--- src/rtl/way_alloc_pkg.sv ---
package way_alloc_pkg;
  typedef enum logic [2:0] {
    KIND_DEMAND = 3'd0,
    KIND_NTA    = 3'd1,
    KIND_T0     = 3'd2,
    KIND_T1     = 3'd3,
    KIND_T2     = 3'd4
  } acc_kind_e;

  localparam int unsigned NUM_HINTS = 4;

  // Lane number of a prefetch kind inside the lockout register; -1 for demand.
  function automatic int hint_lane(input logic [2:0] kind);
    case (kind)
      KIND_NTA: return 0;
      KIND_T0:  return 1;
      KIND_T1:  return 2;
      KIND_T2:  return 3;
      default:  return -1;
    endcase
  endfunction
endpackage

--- src/rtl/lockout_bank.sv ---
module lockout_bank
  import way_alloc_pkg::*;
#(
  parameter int unsigned WAYS  = 16,
  parameter int unsigned HINTS = NUM_HINTS
) (
  input  logic                    clk,
  input  logic                    rst_n,
  input  logic                    wr_en,
  input  logic [WAYS*HINTS-1:0]   wr_data,
  input  logic [2:0]              kind,
  output logic [WAYS-1:0]         lane_mask
);
  logic [WAYS-1:0] lane_q [HINTS];

  for (genvar h = 0; h < HINTS; h++) begin : g_lane
    always_ff @(posedge clk) begin
      if (!rst_n)     lane_q[h] <= '0;
      else if (wr_en) lane_q[h] <= wr_data[h*WAYS +: WAYS];
    end
  end

  always_comb begin
    lane_mask = '0;
    for (int h = 0; h < int'(HINTS); h++)
      if (hint_lane(kind) == h) lane_mask = lane_q[h];
  end
endmodule

--- src/rtl/rr_ptr_table.sv ---
module rr_ptr_table #(
  parameter int unsigned SETS = 64,
  parameter int unsigned IDXW = 4,
  localparam int unsigned SETW = $clog2(SETS)
) (
  input  logic            clk,
  input  logic            rst_n,
  input  logic [SETW-1:0] rd_set,
  output logic [IDXW-1:0] rd_ptr,
  input  logic            upd_en,
  input  logic [SETW-1:0] upd_set,
  input  logic [IDXW-1:0] upd_val
);
  logic [IDXW-1:0] ptr_q [SETS];

  for (genvar s = 0; s < SETS; s++) begin : g_set
    always_ff @(posedge clk) begin
      if (!rst_n)                                ptr_q[s] <= '0;
      else if (upd_en && upd_set == SETW'(s))   ptr_q[s] <= upd_val;
    end
  end

  assign rd_ptr = ptr_q[rd_set];
endmodule

--- src/rtl/victim_pick.sv ---
module victim_pick #(
  parameter int unsigned WAYS = 16,
  localparam int unsigned IDXW = $clog2(WAYS)
) (
  input  logic [WAYS-1:0] lock_mask,
  input  logic [WAYS-1:0] way_valid,
  input  logic [IDXW-1:0] rr_ptr,
  output logic            none,
  output logic            use_rr,
  output logic [IDXW-1:0] pick,
  output logic [WAYS-1:0] onehot
);
  logic [WAYS-1:0] allowed;
  logic [WAYS-1:0] free_ways;
  logic [IDXW-1:0] probe;
  logic            found;

  always_comb begin
    allowed   = ~lock_mask;
    free_ways = allowed & ~way_valid;
    found     = 1'b0;
    use_rr    = 1'b0;
    pick      = '0;
    probe     = '0;
    for (int i = 0; i < int'(WAYS); i++) begin
      if (!found && free_ways[i]) begin
        found = 1'b1;
        pick  = IDXW'(i);
      end
    end
    for (int i = 0; i < int'(WAYS); i++) begin
      probe = rr_ptr + IDXW'(i);
      if (!found && allowed[probe]) begin
        found  = 1'b1;
        use_rr = 1'b1;
        pick   = probe;
      end
    end
    none   = !found;
    onehot = found ? (WAYS'(1) << pick) : '0;
  end
endmodule

--- src/rtl/way_victim_sel.sv ---
module way_victim_sel
  import way_alloc_pkg::*;
#(
  parameter int unsigned WAYS = 16,
  parameter int unsigned SETS = 64,
  localparam int unsigned IDXW = $clog2(WAYS),
  localparam int unsigned SETW = $clog2(SETS),
  localparam int unsigned LOCKW = WAYS * NUM_HINTS
) (
  input  logic             clk,
  input  logic             rst_n,
  input  logic             lock_wr_en,
  input  logic [LOCKW-1:0] lock_wr_data,
  input  logic             req_valid,
  input  logic [2:0]       req_kind,
  input  logic [SETW-1:0]  req_set,
  input  logic [WAYS-1:0]  req_way_valid,
  output logic             res_valid,
  output logic             res_noalloc,
  output logic [WAYS-1:0]  res_way_onehot,
  output logic [IDXW-1:0]  res_way_idx
);
  logic [WAYS-1:0] lane_mask;
  logic [IDXW-1:0] cur_ptr;
  logic            sel_none, sel_rr;
  logic [IDXW-1:0] sel_idx;
  logic [WAYS-1:0] sel_onehot;
  logic            ptr_upd;

  lockout_bank #(.WAYS(WAYS), .HINTS(NUM_HINTS)) u_lock (
    .clk(clk), .rst_n(rst_n), .wr_en(lock_wr_en), .wr_data(lock_wr_data),
    .kind(req_kind), .lane_mask(lane_mask)
  );

  rr_ptr_table #(.SETS(SETS), .IDXW(IDXW)) u_ptr (
    .clk(clk), .rst_n(rst_n), .rd_set(req_set), .rd_ptr(cur_ptr),
    .upd_en(ptr_upd), .upd_set(req_set), .upd_val(sel_idx + IDXW'(1))
  );

  victim_pick #(.WAYS(WAYS)) u_pick (
    .lock_mask(lane_mask), .way_valid(req_way_valid), .rr_ptr(cur_ptr),
    .none(sel_none), .use_rr(sel_rr), .pick(sel_idx), .onehot(sel_onehot)
  );

  assign ptr_upd = req_valid && sel_rr && !sel_none;

  always_ff @(posedge clk) begin
    if (!rst_n) begin
      res_valid      <= 1'b0;
      res_noalloc    <= 1'b0;
      res_way_onehot <= '0;
      res_way_idx    <= '0;
    end else begin
      res_valid      <= req_valid;
      res_noalloc    <= req_valid && sel_none;
      res_way_onehot <= req_valid ? sel_onehot : '0;
      res_way_idx    <= (req_valid && !sel_none) ? sel_idx : '0;
    end
  end
endmodule

--- config.mk ---
export PLATFORM = sky130hd
export DESIGN_NAME = way_victim_sel
export DESIGN_NICKNAME = d
export VERILOG_FILES = /design/src/rtl/way_alloc_pkg.sv /design/src/rtl/lockout_bank.sv /design/src/rtl/rr_ptr_table.sv /design/src/rtl/victim_pick.sv /design/src/rtl/way_victim_sel.sv
export SDC_FILE = /design/constraint.sdc
export NUM_CORES = 1
export LEC_CHECK = 0
export ABC_AREA = 1
export CORE_MARGIN = 8
export CORE_UTILIZATION = 63
export DETAILED_ROUTE_END_ITERATION = 8
export DONT_BUFFER_PORTS = 1
export PLACE_DENSITY_LB_ADDON = 0.12
export RECOVER_POWER = 100
export SETUP_SLACK_MARGIN = 0.3
export SLEW_MARGIN = 15
export SYNTH_ARGS = -nofsm -noshare
export SYNTH_HDL_FRONTEND = slang
export SYNTH_SLANG_ARGS = --single-unit
--- constraint.sdc ---
create_clock -name clk -period 9.25 [get_ports clk]
set_input_delay 1.85 -clock clk [delete_from_list [all_inputs] [get_ports clk]]
set_output_delay 1.85 -clock clk [all_outputs]
set_load 0.01 [all_outputs]
Word-level counts from Yosys, hierarchy flattened --
Memories as Yosys holds them, arrays and structs flattened. Index checks and enable logic that the tools add are counted.
Operators by class: reduce and logical (&&, ||, !) cells 135, muxes and demuxes 380, magnitude comparators 16, bitwise gates (word level) 71, equality and inequality tests 70, $add $sub $neg 16, shifts and indexed selects 1
Operator list (count):
- $mux W4 | 88
- $mux W1 | 261
- $eq A6 B6 Y1 const B | 32
- $mux W16 | 8
- $pmux W32 S4 | 1
- $logic_and A1 B1 Y1 | 99
- $eq A6 B5 Y1 const B | 16
- $lt A4 B5 Y1 const B | 16
- $or A1 B1 Y1 | 68
- $bmux W1 S4 | 16
- $eq A32 B3 Y1 const B | 2
- $eq A6 B4 Y1 const B | 8
- $add A4 B4 Y4 const B | 8
- $eq A32 B2 Y1 const B | 1
- $logic_not A1 Y1 | 32
- $logic_not A32 Y1 | 1
- $not A16 Y16 | 2
- $eq A6 B3 Y1 const B | 4
- $add A4 B3 Y4 const B | 4
- $and A16 B16 Y16 | 1
- $shl A1 B4 Y16 const A | 1
- $eq A6 B2 Y1 const B | 2
- $mux W3 | 4
- $add A4 B1 Y4 const B | 2
- 9 further kinds | 12
Word-level totals: input port bits 93, RAM bits 320, output and inout port bits 22, logic and storage cells 695, memories 2, flip-flop bits (word level) 22
Memories:
- u_ptr.ptr_q | words 64, bits a word 4, rd ports 1, clocked after Yosys merged registers in 0, wr ports 64, RTL line rr_ptr_table.sv:14 | logic [IDXW-1:0] ptr_q [SETS];
- u_lock.lane_q | words 4, bits a word 16, rd ports 4, clocked after Yosys merged registers in 0, wr ports 4, RTL line lockout_bank.sv:14 | logic [WAYS-1:0] lane_q [HINTS];

Depth between registers and ports, before layout --
depth in word-level cells 110, mapped depth 41, mapped depth without buffers 36

Hierarchy --
A second synthesis with hierarchy kept.
Unflattened totals: cells, all modules 2290, area total of the unflattened synthesis 18971.9 um^2
By module, submodules not included:
- rr_ptr_table | area each 12385.6 um^2, cells an instance 1384, times used 1
- lockout_bank | area each 3134.3 um^2, cells an instance 304, times used 1
- victim_pick | area each 2773.9 um^2, cells an instance 526, times used 1
- way_victim_sel | area each 678.2 um^2, cells an instance 76, times used 1

Worst setup path before layout --
Ideal clock, no wire load.
path kind input to register, from input req_set[1], to memory u_ptr.ptr_q[0][2] (data pin), data arrival time 6871 ps, path buffers 8, data required time 8984 ps, setup slack 2113 ps, library setup time 266 ps, stages on the path 35, cell sequence buf_6 > nand2_4 > inv_2 > buf_4 > buf_6 > nand2_1 > nand4_1 > nand2_1 > nand2_1 > o21bai_1 > nand2_1 > nor2_1 > buf_2 > ha_1 > inv_1 > buf_1 > nand2_1 > nand3_1 > nand3_1 > nand2_1 > nand4_2 > nor2_4 > nand4_2 > nor2_4 > nand4_2 > nor2_4 > nand4_1 > nand3_1 > nand2_2 > clkbuf_1 > ha_1 > ha_1 > buf_1 > clkbuf_1 > nor2_1
RTL lines:
- start: declaration | RTL line way_victim_sel.sv:16 | input logic [SETW-1:0] req_set,
- end: declaration | RTL line rr_ptr_table.sv:14

==> results by group <==
Setup path
  • CP Buf/Inv Count: 4
  • Crit path kind: input port to register
  • Startpoint class of the critical path: input port
  • Largest stage delay, worst path: 0.87 ns
  • Critical path peak fanout: 56
  • Crit. Startpoint: req_set[1]
  • Slowest cell on the critical path: clkbuf_4
  • Required @ worst endpoint: 9.50 ns
  • Crit Reg-Reg Endpoint: u_ptr.ptr_q[16][0]
  • Worst path depth: 29
  • Crit path capture type: register
  • Endpoint of the worst setup timing path: u_ptr.ptr_q[16][0]
  • Crit-path leading delay family: simple AND/OR/NAND/NOR gates
  • Critical path arrival: 8.71 ns
  • Reg2reg start: u_ptr.ptr_q[42][0]
  • R2R Setup Slk: 2.34 ns
  • Worst reg-to-reg path cell count: 31
  • Most Frequent Cell on Critical Path: nand2_1

Cells and area
  • Share of layout cells above drive strength 1: 7.85%
  • # fillers: 2494
  • Area Overhead vs Synth: 4.54%
  • Final core occ: 66.8%
  • Nets: 2232

Routing
  • Vias per cell: 6.05
  • WL per Instance: 21.1 um
  • Routed vias: 15400
  • Number of DRC markers in iteration 0: 2235
  • Number of routed nets with antenna violations: 0
  • DRT Wirelength: 53.8 mm
  • 1st-pass router iterations: 9
  • Post-route DRC violation count: 1

Floorplan
  • Die Y: 189 um
  • Ports: 115
  • Area of the die: 35800 um2
  • Core Box Area: 29600 um2
  • Initial Util: 63.9%
  • Chip width: 189 um
  • Rows: 63

Yosys
  • FF+latch count, synth: 342
  • Count leader, synth: nand2_1
  • Synth unique cells: 51
  • Syn Nets: 2270
  • Cell Area, Synth: 18900 um2
  • Area leader, netlist: edfxtp_1
  • Syn Inst Count: 2164
  • Async SR Flop Fraction: 0%
  • Most area-consuming cells after synthesis: edfxtp_1 51%, nand2_1 12%, nor2_1 7.8%, nand3_1 5.0%, nor2_4 3.9%
  • Post-synth EDFFs: 320
  • Synth top cells by count: 601 x nand2_1, 395 x nor2_1, 320 x edfxtp_1
  • Top FF cell, synth: edfxtp_1
  • Yosys Warn Count: 0
  • Post-Syn Area per Cell: 8.73 um2
  • Yosys top cell area share: 50.9%
  • Register area share after synthesis: 53.2%

STA
  • Max Clk Rate: 0.118 GHz
  • Tmin final: 8.46 ns
  • # setup viols final: 0
  • Slew HR: -121%
  • RSZ-0062 raised after global routing: false
  • Post-route setup TNS: 0 ns
  • Final cycle utilization of the critical path: 91.5%
  • Clock skew: 0.0342 ns
  • Worst Tran Pin Value: 3.32 ns
  • Number of hold violations in the final report: 0
  • Max-slew violation count: 130

Outcome
  • Failing checks: design-rule violations, max-capacitance violations, max-slew violations
  • Outcome: complete, but fails checks

Power
  • Worst VDD drop: 163 uV
  • Clock Power Share: 37.6%
  • Comb pwr share: 15.9%
  • NetSw: 1.08 mW
  • Sequential Power Share: 46.5%
  • Internal power: 2.72 mW
  • Design Power: 3.80 mW
  • Sw frac: 28.5%
  • P_leak: 8.26 nW
  • Pwr/cell area: 192 nW/um2

Global routing
  • Global-route wire length before repair: 81.6 mm
  • GRT Residual Overflow: 0
  • Antenna violations before repair: 0
  • Vias in the first global route: 14500
  • Largest net degree at the start of global routing: 132
  • Total track usage: 29.3%

CTS
  • CTS tree: yes
  • Worst-path clk slew: 0.06 ns
  • Skew-Pair Late Insertion Delay: 0.54 ns
  • CTS Buffer Depth: 3
  • Hold-fix buffers at CTS: 0
  • CTS Sinks: 342
  • Post-CTS resize count: 0
  • Total CTS buffers: 37
  • Post-CTS Setup Inserts: 0
  • CTS root buffer: clkbuf_16
  • H-tree levels: 2

Placement
  • I/O Buffers: 0
  • Placer Congestion: 0.954
  • Hpwl dp: 36.3 mm

Run
  • Max Cap Viol: 2

Hold path
  • HP Class: register to register
-- layout make-up --
type	count	area [um2]	share of cell area, %
Inverter	176	666	3.37
Clock buffer	48	1020	5.16
Tap cell	390	488	2.47
Antenna cell	1	2.50	0.0127
Multi-Input combinational cell	1542	7140	36.1
Timing Repair Buffer	27	250	1.27
Clock inverter	17	143	0.722
Sequential cell	342	10000	50.9
-- sequential cells by signal, summed over array words and instances, names as in the netlist --
| signal | cells |
|---|---|
| u_lock.lane_q | 64 |
| res_valid | 1 |
| res_way_idx | 4 |
| res_way_onehot | 16 |
| u_ptr.ptr_q | 256 |
| res_noalloc | 1 |
-- tightest hold or removal path, stage by stage (launching register included) --
cell and delay (ns):
edfxtp_1 0.36, nand2_1 0.10, nand2_1 0.07, nand2_1 0.12, nand2_1 0.09, nand2_1 0.09
nand3_1 0.08, nand2_1 0.09, nand2_1 0.07, nand3_1 0.14, nor2_1 0.08
-- power by group through the flow --
| stage | registers [mW] | logic [mW] | clock network, mW |
|---|---|---|---|
| after global placement | 1.80 | 0.594 | 0 |
| after floorplan | 1.79 | 0.443 | 0 |
| after detailed placement | 1.80 | 0.596 | 0 |
| after CTS | 1.76 | 0.600 | 1.43 |
| final | 1.77 | 0.604 | 1.43 |
| after global routing | 1.77 | 0.651 | 1.49 |
-- worst min path at each step --
stage	start	end	slack [ns]	depth (start not counted)
CTS	u_lock.lane_q[3][4]	res_noalloc	1.35	10
floorplan	u_lock.lane_q[2][8]	res_noalloc	1.03	10
global route	u_lock.lane_q[3][4]	res_noalloc	1.48	10
detailed placement	u_lock.lane_q[3][4]	res_noalloc	1.33	10
finish	u_lock.lane_q[3][6]	res_noalloc	1.35	10
global placement	u_lock.lane_q[3][8]	res_noalloc	1.30	10
-- layout by cell type, fill, tap and decap left out, types with 2 or more instances in the layout --
master,n
nor2_4,21
nand4_2,4
buf_4,17
inv_1,166
o21ai_0,81
nand2_1,602
nand3_1,192
nand2_4,4
edfxtp_1,320
a22oi_1,28
buf_12,5
nor2_2,9
o21bai_1,3
clkbuf_1,10
nor3_1,2
a31oi_1,3
inv_2,5
ha_1,13
o21ai_2,2
xnor2_2,3
nor4_1,2
o21ai_1,5
nand2_2,8
dfxtp_1,22
nand3_2,25
nor3_2,2
bufinv_16,2
xor2_1,4
nand4_1,45
a21oi_1,20
clkinv_1,9
or2_2,3
clkbuf_16,38
nor2_1,445
nand3b_1,3
clkinv_2,7
clkbuf_8,3
inv_4,2
-- cell families (layout without fill, tap and decap cells) --
| group | Yosys count | after routing | share of synthesized area (%) |
|---|---|---|---|
| buffers and inverters | 280 | 268 | 6.97 |
| AO/OA/AOI/OAI | 149 | 149 | 4.53 |
| other | 0 | 1 | 0 |
| flip-flops | 342 | 342 | 53.2 |
| AND/OR/NAND/NOR | 1371 | 1371 | 33.9 |
| adder cells (fa/ha/maj) | 13 | 13 | 0.861 |
| XOR/XNOR | 9 | 9 | 0.576 |
-- through the flow --
step | cell area [um2] | hold WS, ns | worst slack, ns | instances
2_1_floorplan | 18900 | 1.03 | 2.11 | 2164
3_3_place_gp | 19000 | 1.30 | 0.874 | 2477
3_5_place_dp | 19000 | 1.33 | 0.674 | 2477
4_1_cts | 20200 | 1.35 | 1.15 | 2542
5_1_grt | 19800 | 1.48 | 0.364 | 2542
6_report | 19800 | 1.35 | 0.786 | 2543
-- routing by layer --
metal  up-vias  wire [um]  track usage, %
met5         -          0               0
met4         0       2130            11.2
met3       176       6590            6.25
met2       997      24100            45.3
met1      7175      21000            40.3
li1       7049          -               -
No activity file was read; power rests on OpenSTA's default activity.
